### config.mk
export PLATFORM = sky130hd
export DESIGN_NAME = chan_clk_synth
export DESIGN_NICKNAME = d
export VERILOG_FILES = /design/src/rtl/clksyn_pkg.sv /design/src/rtl/clksyn_table.sv /design/src/rtl/clksyn_acc.sv /design/src/rtl/clksyn_div.sv /design/src/rtl/chan_clk_synth.sv
export SDC_FILE = /design/constraint.sdc
export NUM_CORES = 1
export LEC_CHECK = 0
export BUFFER_PORTS_ARGS = -buffer_cell sky130_fd_sc_hd__buf_2
export CAP_MARGIN = 30
export CELL_PAD_IN_SITES_DETAIL_PLACEMENT = 2
export CELL_PAD_IN_SITES_GLOBAL_PLACEMENT = 2
export CORE_UTILIZATION = 30
export CTS_CLUSTER_DIAMETER = 100
export DETAILED_ROUTE_END_ITERATION = 6
export GPL_ROUTABILITY_DRIVEN = 0
export PLACE_DENSITY_LB_ADDON = 0.1
export REMOVE_ABC_BUFFERS = 1
export SETUP_SLACK_MARGIN = 0.05
export SYNTH_ARGS = -nofsm -noshare
export SYNTH_HDL_FRONTEND = slang
export SYNTH_SLANG_ARGS = --single-unit
export TNS_END_PERCENT = 10
### constraint.sdc
create_clock -name clk -period 2.42 [get_ports clk]
set_input_delay 0.242 -clock clk [delete_from_list [all_inputs] [get_ports clk]]
set_output_delay 0.242 -clock clk [all_outputs]
set_load 0.005 [all_outputs]
### src/rtl/clksyn_pkg.sv
package clksyn_pkg;

  typedef enum logic {
    MODE_ACC = 1'b0,
    MODE_DIV = 1'b1
  } synth_mode_e;

  // Target frequency of a grid channel in Hz.
  function automatic longint unsigned grid_hz(longint unsigned base_hz,
                                              longint unsigned step_hz,
                                              int unsigned idx);
    return base_hz + step_hz * 64'(idx);
  endfunction

  // Rounded phase increment for an accumulator of acc_w bits.
  function automatic longint unsigned tune_word(longint unsigned master_hz,
                                                longint unsigned f_hz,
                                                int unsigned acc_w);
    return ((f_hz << acc_w) + master_hz / 2) / master_hz;
  endfunction

  // Rounded integer division ratio.
  function automatic longint unsigned div_ratio(longint unsigned master_hz,
                                                longint unsigned f_hz);
    return (master_hz + f_hz / 2) / f_hz;
  endfunction

endpackage

### src/rtl/clksyn_table.sv
module clksyn_table
  import clksyn_pkg::*;
#(
  parameter longint unsigned MASTER_HZ = 64'd100_000_000,
  parameter longint unsigned BASE_HZ   = 64'd8_000_000,
  parameter longint unsigned STEP_HZ   = 64'd100_000,
  parameter int              NUM_CH    = 21,
  parameter int              CH_W      = 5,
  parameter int              ACC_W     = 32,
  parameter int              DIV_W     = 16
) (
  input  logic [CH_W-1:0]  ch,
  output logic [ACC_W-1:0] tw,
  output logic [DIV_W-1:0] div,
  output logic [DIV_W-1:0] half
);

  localparam int ROWS = 1 << CH_W;

  logic [ACC_W-1:0] tw_rom   [ROWS];
  logic [DIV_W-1:0] div_rom  [ROWS];
  logic [DIV_W-1:0] half_rom [ROWS];

  // Rows past the last channel repeat the top channel.
  for (genvar i = 0; i < ROWS; i++) begin : g_row
    localparam int unsigned     IDX = (i < NUM_CH) ? i : NUM_CH - 1;
    localparam longint unsigned FHZ = grid_hz(BASE_HZ, STEP_HZ, IDX);
    localparam longint unsigned DV  = div_ratio(MASTER_HZ, FHZ);
    assign tw_rom[i]   = ACC_W'(tune_word(MASTER_HZ, FHZ, ACC_W));
    assign div_rom[i]  = DIV_W'(DV);
    assign half_rom[i] = DIV_W'(DV / 2);
  end

  assign tw   = tw_rom[ch];
  assign div  = div_rom[ch];
  assign half = half_rom[ch];

endmodule

### src/rtl/clksyn_acc.sv
module clksyn_acc #(
  parameter int ACC_W = 32
) (
  input  logic             clk,
  input  logic             rst_n,
  input  logic             run,
  input  logic             leave,
  input  logic [ACC_W-1:0] tw,
  output logic             msb,
  output logic             carry
);

  logic [ACC_W-1:0] acc_q, acc_d;
  logic [ACC_W:0]   sum;

  always_comb begin
    sum   = {1'b0, acc_q} + {1'b0, tw};
    carry = run & sum[ACC_W];
    if (!run)
      acc_d = '0;
    else if (carry && leave)
      acc_d = '0;
    else
      acc_d = sum[ACC_W-1:0];
  end

  always_ff @(posedge clk or negedge rst_n) begin
    if (!rst_n) acc_q <= '0;
    else        acc_q <= acc_d;
  end

  assign msb = acc_q[ACC_W-1];

  // after a wrap the residue is below the step, so the MSB is low
  p_wrap_msb_low_r2: assert property (@(posedge clk) disable iff (!rst_n)
    carry |=> !msb);

endmodule

### src/rtl/clksyn_div.sv
module clksyn_div #(
  parameter int DIV_W = 16
) (
  input  logic             clk,
  input  logic             rst_n,
  input  logic             run,
  input  logic [DIV_W-1:0] div,
  input  logic [DIV_W-1:0] half,
  output logic             out,
  output logic             tc
);

  logic [DIV_W-1:0] cnt_q, cnt_d;

  always_comb begin
    tc = run & (cnt_q == div - DIV_W'(1));
    if (!run || tc) cnt_d = '0;
    else            cnt_d = cnt_q + DIV_W'(1);
  end

  always_ff @(posedge clk or negedge rst_n) begin
    if (!rst_n) cnt_q <= '0;
    else        cnt_q <= cnt_d;
  end

  assign out = run & (cnt_q < half);

  // the count never leaves its period
  p_cnt_in_period_r4: assert property (@(posedge clk) disable iff (!rst_n)
    run |-> (cnt_q < div));

endmodule

### src/rtl/chan_clk_synth.sv
module chan_clk_synth
  import clksyn_pkg::*;
#(
  parameter longint unsigned MASTER_HZ = 64'd100_000_000,
  parameter longint unsigned BASE_HZ   = 64'd8_000_000,
  parameter longint unsigned STEP_HZ   = 64'd100_000,
  parameter int              NUM_CH    = 21,
  parameter int              CH_W      = 5,
  parameter int              ACC_W     = 32,
  parameter int              DIV_W     = 16
) (
  input  logic            clk,
  input  logic            rst_n,
  input  logic [CH_W-1:0] chan_sel,
  input  logic            mode_sel,
  output logic            synth_out,
  output logic            synth_stb,
  output logic            chan_err
);

  localparam logic [CH_W-1:0] CH_MAX = CH_W'(NUM_CH - 1);

  // Reset: asserted asynchronously, released on the clock.
  logic [1:0] rst_pipe;
  logic       rst_s;

  always_ff @(posedge clk or negedge rst_n) begin
    if (!rst_n) rst_pipe <= 2'b00;
    else        rst_pipe <= {rst_pipe[0], 1'b1};
  end
  assign rst_s = rst_pipe[1];

  // Shadow (requested) and active configuration.
  logic [CH_W-1:0] ch_sh_q, ch_sh_d, ch_q, ch_d;
  synth_mode_e     mode_sh_q, mode_sh_d, mode_q, mode_d;
  logic            err_q, err_d, stb_q;
  logic            bnd, over;

  logic [ACC_W-1:0] tw;
  logic [DIV_W-1:0] div, half;
  logic             acc_msb, acc_carry, div_out, div_tc;
  logic             acc_run, div_run;

  assign acc_run = (mode_q == MODE_ACC);
  assign div_run = (mode_q == MODE_DIV);
  assign bnd     = acc_carry | div_tc;

  always_comb begin
    over      = (chan_sel > CH_MAX);
    ch_sh_d   = over ? CH_MAX : chan_sel;
    mode_sh_d = synth_mode_e'(mode_sel);
    err_d     = err_q | over;
    ch_d      = bnd ? ch_sh_q   : ch_q;
    mode_d    = bnd ? mode_sh_q : mode_q;
  end

  always_ff @(posedge clk or negedge rst_s) begin
    if (!rst_s) begin
      ch_sh_q   <= '0;
      mode_sh_q <= MODE_ACC;
      ch_q      <= '0;
      mode_q    <= MODE_ACC;
      err_q     <= 1'b0;
      stb_q     <= 1'b0;
    end else begin
      ch_sh_q   <= ch_sh_d;
      mode_sh_q <= mode_sh_d;
      ch_q      <= ch_d;
      mode_q    <= mode_d;
      err_q     <= err_d;
      stb_q     <= bnd;
    end
  end

  clksyn_table #(
    .MASTER_HZ(MASTER_HZ), .BASE_HZ(BASE_HZ), .STEP_HZ(STEP_HZ),
    .NUM_CH(NUM_CH), .CH_W(CH_W), .ACC_W(ACC_W), .DIV_W(DIV_W)
  ) u_table (
    .ch(ch_q), .tw(tw), .div(div), .half(half)
  );

  clksyn_acc #(.ACC_W(ACC_W)) u_acc (
    .clk(clk), .rst_n(rst_s), .run(acc_run),
    .leave(mode_sh_q != MODE_ACC), .tw(tw),
    .msb(acc_msb), .carry(acc_carry)
  );

  clksyn_div #(.DIV_W(DIV_W)) u_div (
    .clk(clk), .rst_n(rst_s), .run(div_run),
    .div(div), .half(half), .out(div_out), .tc(div_tc)
  );

  assign synth_out = acc_run ? acc_msb : div_out;
  assign synth_stb = stb_q;
  assign chan_err  = err_q;

  // strobe is a single-cycle pulse
  p_stb_single_r11: assert property (@(posedge clk) disable iff (!rst_s)
    synth_stb |=> !synth_stb);

  // the active setting moves only at a period boundary
  p_cfg_hold_r6: assert property (@(posedge clk) disable iff (!rst_s)
    !bnd |=> ($stable(ch_q) && $stable(mode_q)));

  // the active channel stays inside the grid
  p_ch_in_grid_r8: assert property (@(posedge clk) disable iff (!rst_s)
    ch_q <= CH_MAX);

  // the error flag is sticky
  p_err_sticky_r9: assert property (@(posedge clk) disable iff (!rst_s)
    chan_err |=> chan_err);

endmodule

==> out/results.tsv <==
metric	value	unit
clock_tree.htree_level_count	3	
critPathCaptureType	flip-flop	
worstPathCellList	buf_6 > ha_4 > or3_1 > o21ai_1 > a21oi_1 > nor2_1 > a31oi_2 > ha_1 > o211ai_1 > o211ai_1 > a2111oi_2 > buf_4 > o211ai_1 > or3_1 > a31oi_2 > mux2i_1	
grt_first_pass_wirelength	33000	um
final_cell_area	7510	um^2
drtIter0Drc	163	
most_numerous_cell_types_in_the_synthesized_netlist	nor2_1 (84), dfrtp_1 (64), a21oi_1 (59), ha_1 (49), nand2_1 (44)	
worst_skew_pair.late_latency	350	ps
grt_usage	24.1	%
cts_sinks	64	
proportion_of_power_drawn_by_flip_flops_and_latches	12.5	%
switching_power_total	5.66	mW
p_comb_share	74.7	%
routedWlPerCell	20.2	um
hold_viol_final	0	
critical-path-max-stage-delay	460	ps
synthFlopType	dfrtp_1	
synth_edf_count	0	
die_area	17400	um^2
clock_tree.root_cell	clkbuf_16	
post-dp-hpwl	15000	um
cpLargestDelayFamily	compound AO/OA/AOI/OAI gates	
drt_first_pass_iters	4	
required_arrival_time_at_the_worst_endpoint	2680	ps
port_buffers	10	
cp-start-kind	flip-flop	
fin_util	45.5	%
area_growth_syn_to_layout	48.8	%
grt_start_max_net_pins	33	
synthDominantAreaCellType	dfrtp_1	
critical_path_arrival	4130	ps
numPlacedInstances	980	
diodes	0	
netSwitchingFraction	45.6	%
fmax	259	MHz
proportion_of_synthesized_chip_area_in_sequential_cells	31.7	%
clkTransAtPathRegs	60	ps
start_util	30.6	%
totalPowerFinal	12.4	mW
layout.cells.non_filler	1015	
synth.distinct_cells	64	
drt_drc_violations_left	0	
coreArea	16500	um^2
critical_path_peak_fanout	5	
boundaryPins	11	
post_route_clock_skew	8.47	ps
setup_ws	-1440	ps
postRouteWirelength	20500	um
timing_worst_setup_path_type	reg -> reg	
post-route-period-util	160	%
aggregate_global_routing_overflow	0	
cts_made_buffers	9	
outcome	finished with violations	
number_of_vias_after_detailed_routing	5280	
synthDominantCellAreaShare	31.7	%
detail-route-antenna-nets	0	
tritoncts	built	
worst-slew-pin-transition	542	ps
final_period_minus_worst_setup_slack	3860	ps
setup_repair_after_global_routing_missed_its_margin	yes	
placement_rows	47	
finalSetupViolations	56	
maxCapViolations	0	
crit_top_cell	o211ai_1	
layout-drive-gt1-share	38.4	%
timing.critical_path.slowest_stage_cell	dfrtp_2	
fin_tns_setup	-47150	ps
clock_power_share	12.8	%
final-max-slew-violation-count	0	
synth-warning-count	0	
initial_antenna_violation_count	0	
syn-cell-area	5050	um^2
ys_async_sr_fraction	100	%
cts_max_path_buffers	2	
detail_route.vias_per_cell	5.20	
leakagePower	3.49	nW
dieHeight	132	um
post_synth_main_area_contributors	dfrtp_1 (32%), ha_1 (12%), nor2_1 (6.2%)	
synth.ff_latch_count	64	
violations_in_the_final_reports	setup timing	
dieWidth	132	um
post_place_worst_slack	-1760	ps
design.final.nets	848	
worstHoldPathType	in -> reg	
power.density_cell_area	1650	nW/um^2
first_global_vias	6133	
placement.cell_area	6570	um^2
worst_hold_slack	26.1	ps
worst_path_buf_inv	2	
syn_inst	604	
internal_power	6.75	mW
synth.avg_cell_area	8.36	um^2
vdd_ir_drop_max	0.557	mV
yosysMostFrequentCell	nor2_1	
max-slew-margin-rel	63.6	%
rrSetupSlack	-1440	ps
registers in the layout, summed over array words and instances (netlist names):
signal	cells
u_acc.acc_q	32
u_div.cnt_q	16
ch_q	5
ch_sh_q	5
rst_pipe	2
chan_err	1
div_run	1
mode_sh_q	1
synth_stb	1
power by group through the flow:
stage	sequential (mW)	clock (mW)	combinational, mW
6_report	1.55	1.59	9.27
5_1_grt	1.57	1.66	10.0
4_1_cts	1.53	1.63	8.84
3_5_place_dp	1.52	0	7.91
3_3_place_gp	1.51	0	7.55
2_1_floorplan	1.64	0	3.92
per-layer routing:
layer / part of all wire, % / vias to the layer above / GRT usage (%)
li1: - / 2516 / -
met3: 1.9 / 28 / 3.11
met2: 52 / 57 / 43.3
met4: 2.2 / 0 / 7.82
met1: 44 / 2679 / 29.8
met5: 0 / - / 0
logic make-up after synthesis:
group,share of synthesized area (%)
other,0.0743
adder cells (fa/ha/maj),12.5
flip-flops,31.7
multiplexers,3.32
AO/OA/AOI/OAI,20.8
XOR/XNOR,6.76
AND/OR/NAND/NOR,20.8
buffers and inverters,4.01
cells in the final DEF, fill, tap and decap left out, types with 4 or more instances in the layout:
cell type,count
ha_2,5
a21o_1,9
dfrtp_1,61
mux2i_1,8
nor2b_1,4
nand4_1,8
nor2_1,80
o21ai_0,22
clkbuf_16,9
xnor2_1,18
nand2b_1,5
o21ai_2,4
o21ai_1,13
a21oi_1,45
inv_1,21
nor3_2,4
and3_1,6
ha_1,38
o211ai_1,4
buf_4,183
buf_2,10
xor2_1,21
buf_6,4
and2_1,5
mux2_2,6
ha_4,6
nand3_1,20
a21oi_2,13
nor4_1,5
nor3_1,6
nand2_1,43
timing repair:
item | in CTS | in global routing
pin swaps | 22 | 11
endpoints found under the hold margin | 2 | 0
setup endpoints to repair | 56 | 56
setup buffers | 12 | 6
resized for setup | 85 | 29
hold buffers | 1 | 0
final cells by class:
class / instances / area (um^2)
Inverter: 26 / 103
Fill cell: 1791 / 9010
Clock buffer: 10 / 239
Timing Repair Buffer: 200 / 1520
Clock inverter: 6 / 115
Sequential cell: 64 / 1610
Tap cell: 220 / 275
Multi-Input combinational cell: 489 / 3660
worst paths after layout:
path / from / to / depth (start not counted)
max in group asynchronous: rst_pipe[1]$_DFF_PN0_ / ch_q[1]$_DFFE_PN0P_ / 1
hold / removal: mode_sel / mode_sh_q$_DFF_PN0_ / 1
setup / recovery: ch_q[1]$_DFFE_PN0P_ / u_acc.acc_q[25]$_DFF_PN0_ / 16
setup reg to reg: ch_q[1]$_DFFE_PN0P_ / u_acc.acc_q[25]$_DFF_PN0_ / 16
min in group asynchronous: rst_n / rst_pipe[1]$_DFF_PN0_ / 2
hold reg to reg: rst_pipe[1]$_DFF_PN0_ / u_div.cnt_q[3]$_DFF_PN0_ / 1
Power figures use the tool's default switching activity.
